## src/rtl/sc_alu_pkg.sv

```systemverilog
package sc_alu_pkg;
    localparam int OP_W = 3;

    typedef enum logic [OP_W-1:0] {
        OP_MUL  = 3'd0,
        OP_SADD = 3'd1,
        OP_AADD = 3'd2,
        OP_ASUB = 3'd3,
        OP_DIV  = 3'd4,
        OP_MIN  = 3'd5,
        OP_MAX  = 3'd6,
        OP_SEL  = 3'd7
    } sc_op_e;

    typedef enum logic {
        ST_IDLE   = 1'b0,
        ST_STREAM = 1'b1
    } sc_state_e;
endpackage

```

## src/rtl/sc_op_ctrl.sv

```systemverilog
module sc_op_ctrl
    import sc_alu_pkg::*;
(
    input  logic            clk,
    input  logic            rst_n,
    input  logic            start,
    input  logic [OP_W-1:0] op_in,
    input  logic            in_valid,
    output sc_op_e          op_q,
    output sc_state_e       state_q,
    output logic            accept
);
    sc_state_e state_d;

    // next-state decision
    always_comb begin
        state_d = state_q;
        unique case (state_q)
            ST_IDLE:   state_d = start ? ST_STREAM : ST_IDLE;   // begin
            ST_STREAM: state_d = ST_STREAM;                     // restart / continue
        endcase
    end

    // state register
    always_ff @(posedge clk or negedge rst_n) begin
        if (!rst_n) state_q <= ST_IDLE;
        else        state_q <= state_d;
    end

    // operation register, loaded on start only
    always_ff @(posedge clk or negedge rst_n) begin
        if (!rst_n)     op_q <= OP_MUL;
        else if (start) op_q <= sc_op_e'(op_in);
    end

    // accepted-bit qualifier
    always_comb begin
        accept = in_valid && !start && (state_q == ST_STREAM);
    end

    a_r2_op_hold: assert property (@(posedge clk) disable iff (!rst_n)
        !start |=> $stable(op_q));

    a_r2_op_load: assert property (@(posedge clk) disable iff (!rst_n)
        start |=> (op_q == $past(op_in)));

    a_r3_idle_until_start: assert property (@(posedge clk) disable iff (!rst_n)
        (state_q == ST_IDLE && !start) |=> (state_q == ST_IDLE));
endmodule

```

## src/rtl/sc_cordiv_cell.sv

```systemverilog
module sc_cordiv_cell (
    input  logic clk,
    input  logic rst_n,
    input  logic clear,
    input  logic enable,
    input  logic x_bit,
    input  logic y_bit,
    output logic z_bit,
    output logic held_q
);
    always_ff @(posedge clk or negedge rst_n) begin
        if (!rst_n)               held_q <= 1'b0;
        else if (clear)           held_q <= 1'b0;
        else if (enable && y_bit) held_q <= x_bit;
    end

    always_comb begin
        z_bit = y_bit ? x_bit : held_q;
    end

    a_r10_clear: assert property (@(posedge clk) disable iff (!rst_n)
        clear |=> !held_q);

    a_r9_capture: assert property (@(posedge clk) disable iff (!rst_n)
        (enable && y_bit && !clear) |=> (held_q == $past(x_bit)));

    a_r9_hold: assert property (@(posedge clk) disable iff (!rst_n)
        (!clear && !(enable && y_bit)) |=> $stable(held_q));
endmodule

```

## src/rtl/sc_bit_logic.sv

```systemverilog
module sc_bit_logic
    import sc_alu_pkg::*;
(
    input  sc_op_e op,
    input  logic   a_bit,
    input  logic   b_bit,
    input  logic   s_bit,
    input  logic   div_bit,
    output logic   y_bit
);
    always_comb begin
        y_bit = 1'b0;
        unique case (op)
            OP_MUL,
            OP_MIN:  y_bit = a_bit & b_bit;
            OP_SADD: y_bit = (a_bit & b_bit) | (a_bit & s_bit) | (b_bit & s_bit);
            OP_AADD,
            OP_MAX:  y_bit = a_bit | b_bit;
            OP_ASUB: y_bit = a_bit ^ b_bit;
            OP_DIV:  y_bit = div_bit;
            OP_SEL:  y_bit = s_bit ? a_bit : b_bit;
            default: y_bit = 1'b0;
        endcase
    end
endmodule

```

## src/rtl/sc_stream_alu.sv

```systemverilog
module sc_stream_alu
    import sc_alu_pkg::*;
(
    input  logic            clk,
    input  logic            rst_n,
    input  logic            start,
    input  logic [OP_W-1:0] op_in,
    input  logic            in_valid,
    input  logic            a_bit,
    input  logic            b_bit,
    input  logic            s_bit,
    output logic            out_bit,
    output logic            out_valid
);
    sc_op_e    op_q;
    sc_state_e state_q;
    logic      accept;
    logic      div_z;
    logic      div_held;
    logic      y_bit;

    sc_op_ctrl u_ctrl (
        .clk      (clk),
        .rst_n    (rst_n),
        .start    (start),
        .op_in    (op_in),
        .in_valid (in_valid),
        .op_q     (op_q),
        .state_q  (state_q),
        .accept   (accept)
    );

    sc_cordiv_cell u_div (
        .clk    (clk),
        .rst_n  (rst_n),
        .clear  (start),
        .enable (accept && (op_q == OP_DIV)),
        .x_bit  (a_bit),
        .y_bit  (b_bit),
        .z_bit  (div_z),
        .held_q (div_held)
    );

    sc_bit_logic u_logic (
        .op      (op_q),
        .a_bit   (a_bit),
        .b_bit   (b_bit),
        .s_bit   (s_bit),
        .div_bit (div_z),
        .y_bit   (y_bit)
    );

    always_ff @(posedge clk or negedge rst_n) begin
        if (!rst_n) begin
            out_valid <= 1'b0;
            out_bit   <= 1'b0;
        end else begin
            out_valid <= accept;
            out_bit   <= accept ? y_bit : 1'b0;
        end
    end

    a_r3_latency: assert property (@(posedge clk) disable iff (!rst_n)
        (in_valid && !start && state_q == ST_STREAM) |=> out_valid);

    a_r3_no_spurious: assert property (@(posedge clk) disable iff (!rst_n)
        !(in_valid && !start && state_q == ST_STREAM) |=> !out_valid);

    a_r4_quiet_low: assert property (@(posedge clk) disable iff (!rst_n)
        !out_valid |-> !out_bit);

    a_r11_select: assert property (@(posedge clk) disable iff (!rst_n)
        (accept && op_q == OP_SEL) |=> (out_bit == ($past(s_bit) ? $past(a_bit) : $past(b_bit))));

    a_r9_div_hold_out: assert property (@(posedge clk) disable iff (!rst_n)
        (accept && op_q == OP_DIV && !b_bit) |=> (out_bit == $past(div_held)));
endmodule

```

## config.mk

```make
export PLATFORM = sky130hd
export DESIGN_NAME = sc_stream_alu
export DESIGN_NICKNAME = d
export VERILOG_FILES = /design/src/rtl/sc_alu_pkg.sv /design/src/rtl/sc_op_ctrl.sv /design/src/rtl/sc_cordiv_cell.sv /design/src/rtl/sc_bit_logic.sv /design/src/rtl/sc_stream_alu.sv
export SDC_FILE = /design/constraint.sdc
export NUM_CORES = 1
export LEC_CHECK = 0
export BUFFER_PORTS_ARGS = -buffer_cell sky130_fd_sc_hd__buf_2
export CAP_MARGIN = 40
export CORE_AREA = 4 4 41 43
export CTS_BUF_LIST = sky130_fd_sc_hd__clkbuf_4 sky130_fd_sc_hd__clkbuf_8
export CTS_CLUSTER_SIZE = 8
export DETAILED_ROUTE_END_ITERATION = 12
export DIE_AREA = 0 0 45 47
export PLACE_DENSITY_LB_ADDON = 0.25
export SYNTH_ARGS = -nofsm -noshare
export SYNTH_HDL_FRONTEND = slang
export SYNTH_SLANG_ARGS = --single-unit
```

## constraint.sdc

```tcl
create_clock -name clk -period 2.85 [get_ports clk]
set_input_delay 0.1425 -clock clk [delete_from_list [all_inputs] [get_ports clk]]
set_output_delay 0.1425 -clock clk [all_outputs]
set_load 0.005 [all_outputs]
```

# --- After elaboration in Yosys (flattened, before gate mapping) ---
# Index checks and enable logic that the tools add are counted.
classes:
  eq_ne: 7
  muxes: 8
  bitwise_logic: 8
  reduce_logical: 9
ops:
  columns: ["cell", "count"]
  rows:
  - ["$eq 3x3->1 const B", 4]
  - ["$eq 3x2->1 const B", 2]
  - ["$mux 1", 6]
  - ["$pmux 1 s6", 1]
  - ["$logic_and 1x1->1", 4]
  - ["$reduce_or 2->1", 2]
  - ["$and 1x1->1", 3]
  - ["$eq 3x1->1 const B", 1]
  - ["$logic_not 3->1", 1]
  - ["$or 1x1->1", 3]
  - ["$pmux 1 s2", 1]
  - ["$reduce_bool 2->1", 1]
  - ["$logic_not 1->1", 1]
  - ["$not 1->1", 1]
  - ["$xor 1x1->1", 1]
totals:
  regBits: 7
  output_inout_bits: 2

# --- Logic depth before layout (Yosys ltp) ---
# Gate-level depths: netlist of the first run.
logic_depth:
  depth_word: 7
  depth_mapped: 5
  ltp_nobuf: 5

# --- By module ---
# Synthesis of the first run repeated with hierarchy kept, for this count alone.
hier_totals:
  hier_cells: 39
  hier_area_um2: 414.1
modules_own_cells:
  columns: ["module", "n_inst", "cells_each", "area_per_inst_um2"]
  rows:
  - ["sc_op_ctrl", 1, 9, 150.1]
  - ["sc_bit_logic", 1, 21, 135.1]
  - ["sc_stream_alu", 1, 4, 68.8]
  - ["sc_cordiv_cell", 1, 5, 60.1]

# --- Worst setup path before layout of the first run ---
# No wires, ideal clock.
synth_timing:
  path_kind: "reg-to-reg"
  startpoint: "reg u_ctrl.op_q[1]"
  endpoint: "reg out_bit"
  t_arrival_ps: 915
  path_slack_ps: 1854
  path_stages_with_launch: 6
  cell_sequence: "dfrtp_1 buf_6 nor2b_4 o21ai_1 o2111ai_1 a31oi_1"
synth_between:
  elab_chain_len: 4
synth_lines:
  columns: ["element", "line_no", "text"]
  rows:
  - ["start: declaration", "sc_op_ctrl.sv:9", "output sc_op_e op_q,"]
  - ["start signal: assignment", "sc_op_ctrl.sv:33", "else if (start) op_q <= sc_op_e'(op_in);"]
  - ["$eq 3x2->1, or another cell as far along", "sc_bit_logic.sv:13", "unique case (op)"]
  - ["$reduce_or 2->1", "sc_bit_logic.sv:13", null]
  - ["$pmux 1 s6 *", "sc_bit_logic.sv:13", null]
  - ["$mux 1 *", "sc_stream_alu.sv:59", "out_bit <= accept ? y_bit : 1'b0;"]
  - ["end signal: assignment", "sc_stream_alu.sv:59", null]
  - ["end: declaration", "sc_stream_alu.sv:12", "output logic out_bit,"]
# Every way passes the cells marked *; elsewhere a longest branch is shown, timed or not.
# A chain may end at the register's enable or synchronous reset.

# --- Worst setup path in the final report of the first run ---
# Ends and elaborated chain as after synthesis.

==> results of run 1 <==
-- synthesized netlist by cell type --
cell	instances
nor2_2	1
nor2b_4	1
inv_1	2
nand2b_1	1
a31oi_1	1
ha_1	2
mux2i_1	1
dfrtp_1	7
mux2_1	3
o31ai_1	1
a21oi_1	2
o2111ai_1	1
or2_1	1
buf_6	1
o21bai_1	2
nor3_1	1
o21ai_1	1
o21ai_0	1
nand2_1	2
xor2_1	1
nand4_1	1
and3_2	1
nor2_1	3
-- worst max-delay path, stage by stage (launching register included) --
cell	delay, ns
dfrtp_1	0.45
nor2b_4	0.16
o21ai_1	0.12
o2111ai_1	0.11
a31oi_1	0.14
-- sequential cells by signal, indices dropped and copies added, names as in the netlist --
register        flops
out_bit             1
out_valid           1
u_ctrl.op_q         3
u_ctrl.state_q      1
u_div.held_q        1
-- worst paths after layout --
| check | cells past startpoint | slack (ns) | endpoint | startpoint |
|---|---|---|---|---|
| min | 2 | 0.11 | u_ctrl.op_q[0] | op_in[0] |
| max in group asynchronous | 2 | 2.43 | out_bit | rst_n |
| min in group asynchronous | 2 | 0.26 | u_ctrl.state_q | rst_n |
| min reg2reg | 1 | 0.48 | u_ctrl.state_q | u_ctrl.state_q |
| max reg2reg | 4 | 1.80 | out_bit | u_ctrl.op_q[1] |
| max | 4 | 1.80 | out_bit | u_ctrl.op_q[1] |
-- per-layer routing --
layer | vias up | GRT usage (%) | routed length (um) | part of all wire (%)
met2 | 8 | 11.6 | 277 | 39
met3 | 2 | 3.45 | 55 | 7.7
met5 | - | 0 | 0 | 0
met4 | 0 | 7.02 | 12 | 1.7
li1 | 164 | - | - | -
met1 | 148 | 10.9 | 370 | 52
-- cells by family after synthesis --
kind of cell / share of synthesized area (%)
AO/OA/AOI/OAI: 14.4
XOR/XNOR: 2.19
adder cells (fa/ha/maj): 6.27
buffers and inverters: 4.70
flip-flops: 43.9
multiplexers: 11.0
AND/OR/NAND/NOR: 17.6
-- power by group --
part	internal, W	leakage (nW)	total (W)	switching (W)
clock	0.0000629	0.0184	0.0000981	0.0000352
sequential	0.000106	0.0842	0.000114	0.00000823
combinational	0.0000207	0.149	0.0000378	0.0000170
total	0.000189	0.251	0.000250	0.0000605
-- through the flow --
step / util (%) / total power (W) / std cells / area, sq um / hold slack, ns
after floorplan: - / 0.000139 / 38 / 399 / -0.153
after global placement: 35.5 / 0.000153 / 63 / 462 / -0.0175
after detailed placement: 35.5 / 0.000153 / 63 / 462 / -0.0121
after CTS: 38.6 / 0.000255 / 68 / 502 / 0.103
after global routing: 38.6 / 0.000269 / 68 / 502 / 0.103
final: 38.6 / 0.000250 / 68 / 502 / 0.109
-- final cells by class --
class / instances / area (sq um)
fill: 150 / 800
multi-input combinational: 28 / 205
sequential: 7 / 175
timing repair buffer: 12 / 65.1
clock buffer: 4 / 30.0
tap: 15 / 18.8
inverter: 2 / 7.51
-- repair_timing --
| item | in CTS | in global routing |
|---|---|---|
| gates resized for setup | 0 | 0 |
| hold endpoints to repair | 7 | 0 |
| hold buffers | 1 | 0 |
==> qor.csv, run 1 <==
stage;metric;value;unit
timing;Final WS setup;1.80;ns
synth;Mapped Cells;38;
setup_path;Worst Setup Path Type;reg -> reg;
drt;total number of vias;322;
synth;largest area contributor in the netlist;dfrtp_1;
global_routing;global route total overflow;0;
floorplan;row count;13;
global_routing;largest net degree at the start of global routing;10;
synth;sequential area share after synthesis;43.9;%
layout;synth-to-layout area growth;25.7;%
job;max cap viols;0;
placed_design;dpl hpwl;576;um
power_and_ir_drop;peak supply drop;0.269;mV
setup_path;Worst EP required;3.02;ns
clocking;root buffer cell;clkbuf_4;
timing;RSZ-0062 raised after global routing;no;
global_routing;vias in the first global route;295;
drt;DRT antenna net count;0;
power_and_ir_drop;Leakage;0.251;nW
floorplan;Die Height;47;um
timing;fmax;0.951;GHz
layout;commonest non-fill, non-tap cell in the layout;buf_2;
synth;syn nets;50;
floorplan;Die W;45;um
timing;Final TNS setup;0;ns
layout;layout cell share with drive strength beyond 1;34.0;%
clocking;cts bufs inserted;3;
placed_design;Port Buffer Count;11;
floorplan;Initial Util;30.7;%
clocking;H-tree levels;1;
timing;Final Max Slew Viols;0;
setup_path;critical path fanouts, max;9;
timing;Worst-Margin Slew;0.233;ns
global_routing;first-pass GRT wire length;1240;um
synth;Synth top area share;43.9;%
placed_design;global placement routability congestion;0.719;
setup_path;crit start category;flip-flop;
synth;Post-Syn Area;399;sq um
timing;Worst slew margin;84.5;%
layout;most frequent cells in the layout;buf_2 (11), dfrtp_1 (7), clkbuf_4 (4);
clocking;Clock Tree Buf Depth;2;
clocking;CTS sink cnt;7;
synth;YS warnings;0;
drt;post-route DRC violation count;0;
timing;# setup viols final;0;
timing;period utilisation layout;36.9;%
floorplan;I/O pin cnt;12;
drt;WL final;715;um
placed_design;Setup WS pre-CTS;1.71;ns
drt;via/cell ratio;4.74;
synth;Yosys cell types;23;
layout;Final #Nets;66;
floorplan;Die ar.;0.00212;sq mm
floorplan;core area;0.00130;sq mm
layout;# diodes;0;
timing;endpoints failing hold;0;
clocking;Post-CTS Setup Repair Bufs;0;
clocking;CTS tree;done;
timing;post-layout min period;1.05;ns
global_routing;GRT Util Overall;8.66;%
drt;WL/cell;10.5;um
clocking;clock-pin slew on the worst setup and hold paths;0.05;ns
timing;Worst Skew;0.00362;ns
global_routing;initial antenna violation count;0;
synth;flop and latch count out of synthesis;7;
outcome;status;finished, final reports clean;
drt;TritonRoute pass-1 iters;2;
setup_path;Critical Path AT;1.22;ns
worst_hold_path;worst min path class;in -> reg;
setup_path;Worst Setup End Kind;flip-flop;
synth;ranking of synthesized cells by area;dfrtp_1 (44%), mux2_1 (8.5%), ha_1 (6.3%), o21bai_1 (3.8%), nor2b_4 (3.4%);
synth;syn avg cell area;10.5;sq um
clocking;worst skew pair latency;0.25;ns
power_and_ir_drop;PD cells;498;mW/mm^2
drt;DR iter-0 viols;1;
Power figures use the tool's default switching activity.
==> run 2, diff against run 1 <==
==> constraint.sdc (replaced) <==
create_clock -name clk -period 1 [get_ports clk]
set_input_delay 0.05 -clock clk [delete_from_list [all_inputs] [get_ports clk]]
set_output_delay 0.05 -clock clk [all_outputs]
set_load 0.005 [all_outputs]
==> qor.csv, run 2 (same netlist as run 1, synthesis figures left out) <==
stage;metric;value;unit
timing;period utilisation layout;109;%
power_and_ir_drop;Leakage;0.286;nW
global_routing;initial antenna violation count;0;
floorplan;Die W;45;um
floorplan;core area;0.00130;sq mm
setup_path;Worst Setup End Kind;flip-flop;
timing;Final Max Slew Viols;0;
timing;RSZ-0062 raised after global routing;yes;
clocking;H-tree levels;1;
setup_path;critical path's slowest cell;dfrtp_2;
timing;Final TNS setup;-0.149;ns
layout;Final #Nets;73;
clocking;cts bufs inserted;3;
layout;Final Util;43.9;%
layout;synth-to-layout area growth;43.3;%
drt;WL/cell;11.2;um
clocking;clock-pin slew on the worst setup and hold paths;0.05;ns
floorplan;Initial Util;30.7;%
timing;# setup viols final;2;
setup_path;critical path fanouts, max;6;
clocking;CTS sink cnt;7;
drt;WL final;840;um
worst_hold_path;worst min path class;in -> reg;
outcome;status;finished, violations left;
layout;layout cell share with drive strength beyond 1;50.0;%
placed_design;dpl hpwl;626;um
placed_design;global placement routability congestion;0.703;
global_routing;first-pass GRT wire length;1500;um
drt;TritonRoute pass-1 iters;2;
clocking;CTS tree;done;
timing;Worst-Margin Slew;0.215;ns
global_routing;GR peak layer;met2;
drt;post-route DRC violation count;0;
floorplan;row count;13;
placed_design;dpl cells;68;
placed_design;area post-placement;499;sq um
setup_path;Worst Setup Path Type;reg -> reg;
floorplan;I/O pin cnt;12;
layout;# diodes;0;
global_routing;vias in the first global route;371;
timing;fmax;0.918;GHz
setup_path;Worst EP required;1.12;ns
global_routing;met2 Usage GRT;14.7;%
drt;total number of vias;352;
layout;most frequent cells in the layout;buf_2 (11), buf_4 (6), dfrtp_1 (5);
clocking;root buffer cell;clkbuf_4;
timing;post-layout min period;1.09;ns
power_and_ir_drop;PD cells;1330;mW/mm^2
timing;Worst Skew;0.000775;ns
global_routing;met1 Track Usage GR;11.9;%
timing;Final WS setup;-0.0894;ns
global_routing;GRT Util Overall;10.5;%
timing;Worst slew margin;85.7;%
layout;fill cell count;139;
layout;Reg with most FFs;u_ctrl.op_q;
drt;via/cell ratio;4.69;
clocking;worst skew pair latency;0.25;ns
clocking;Clock Tree Buf Depth;2;
layout;max reg flops;3;
setup_path;Critical Path AT;1.21;ns
global_routing;routing usage on met3;2.68;%
outcome;failing checks;negative setup slack;
layout;commonest non-fill, non-tap cell in the layout;buf_2;
drt;DRT antenna net count;0;
layout;final instance area;572;sq um
global_routing;global route total overflow;0;
power_and_ir_drop;peak supply drop;0.675;mV
job;max cap viols;0;
timing;endpoints failing hold;0;
global_routing;largest net degree at the start of global routing;9;
floorplan;Die ar.;0.00212;sq mm
drt;DR iter-0 viols;1;
layout;Non-Filler Instances;75;
placed_design;Port Buffer Count;11;
setup_path;crit start category;flip-flop;
setup_path;Critical Path, Cell by Cell;buf_4, and3_2, o21bai_1, a31oi_1;
setup_path;CP max stage delay;0.44;ns
floorplan;Die Height;47;um
## run 2: cell type report
type,count,area (sq um),share of cell area (%)
multi-input cells,28,216,37.9
well taps,15,18.8,3.28
inverters,2,7.51,1.31
flip-flops and latches,7,178,31.1
repair buffers,19,121,21.2
clock buffers,4,30.0,5.25
## run 2: per-layer routing
| layer | up-vias | wire, um |
|---|---|---|
| li1 | 177 | - |
| met3 | 5 | 60 |
| met1 | 159 | 392 |
| met4 | 0 | 40 |
| met2 | 11 | 346 |
| met5 | - | 0 |
## run 2: timing repair
action,in CTS,in global routing
hold buffers,1,0
gates cloned,0,0
hold endpoints to repair,7,0
pin swaps,0,3
buffers inserted,1,1
resized for setup,1,5
endpoints found under the setup margin,2,4
## run 2: final timing paths
kind / cells past startpoint / startpoint / slack (ns) / to
max: 4 / u_ctrl.op_q[1] / -0.09 / out_bit
min: 2 / op_in[2] / 0.01 / u_ctrl.op_q[2]
max reg2reg: 4 / u_ctrl.op_q[1] / -0.09 / out_bit
min reg2reg: 1 / u_ctrl.state_q / 0.48 / u_ctrl.state_q
max in group asynchronous: 2 / rst_n / 0.68 / u_ctrl.op_q[1]
min in group asynchronous: 2 / rst_n / 0.16 / u_ctrl.op_q[0]
## run 2: power by group
group          switching, W  internal, W
clock network      0.000102     0.000179
logic             0.0000633    0.0000885
registers         0.0000227     0.000304
total              0.000188     0.000571
## run 2: metrics by stage
stage          setup WS [ns]  total power, W  hold slack [ns]
6_report             -0.0894        0.000760           0.0108
2_1_floorplan        0.00358        0.000396           -0.246
3_5_place_dp         -0.0639        0.000456           -0.111
5_1_grt               -0.145        0.000820           0.0143
3_3_place_gp         -0.0651        0.000458           -0.110
4_1_cts              -0.0521        0.000764         0.000217
## run 2: worst max-delay path, delay by kind of cell (launching register included)
family,cells,cell delay (ns)
AO/OA/AOI/OAI,2,0.21
buffers and inverters,1,0.15
flip-flops,1,0.44
AND/OR/NAND/NOR,1,0.16
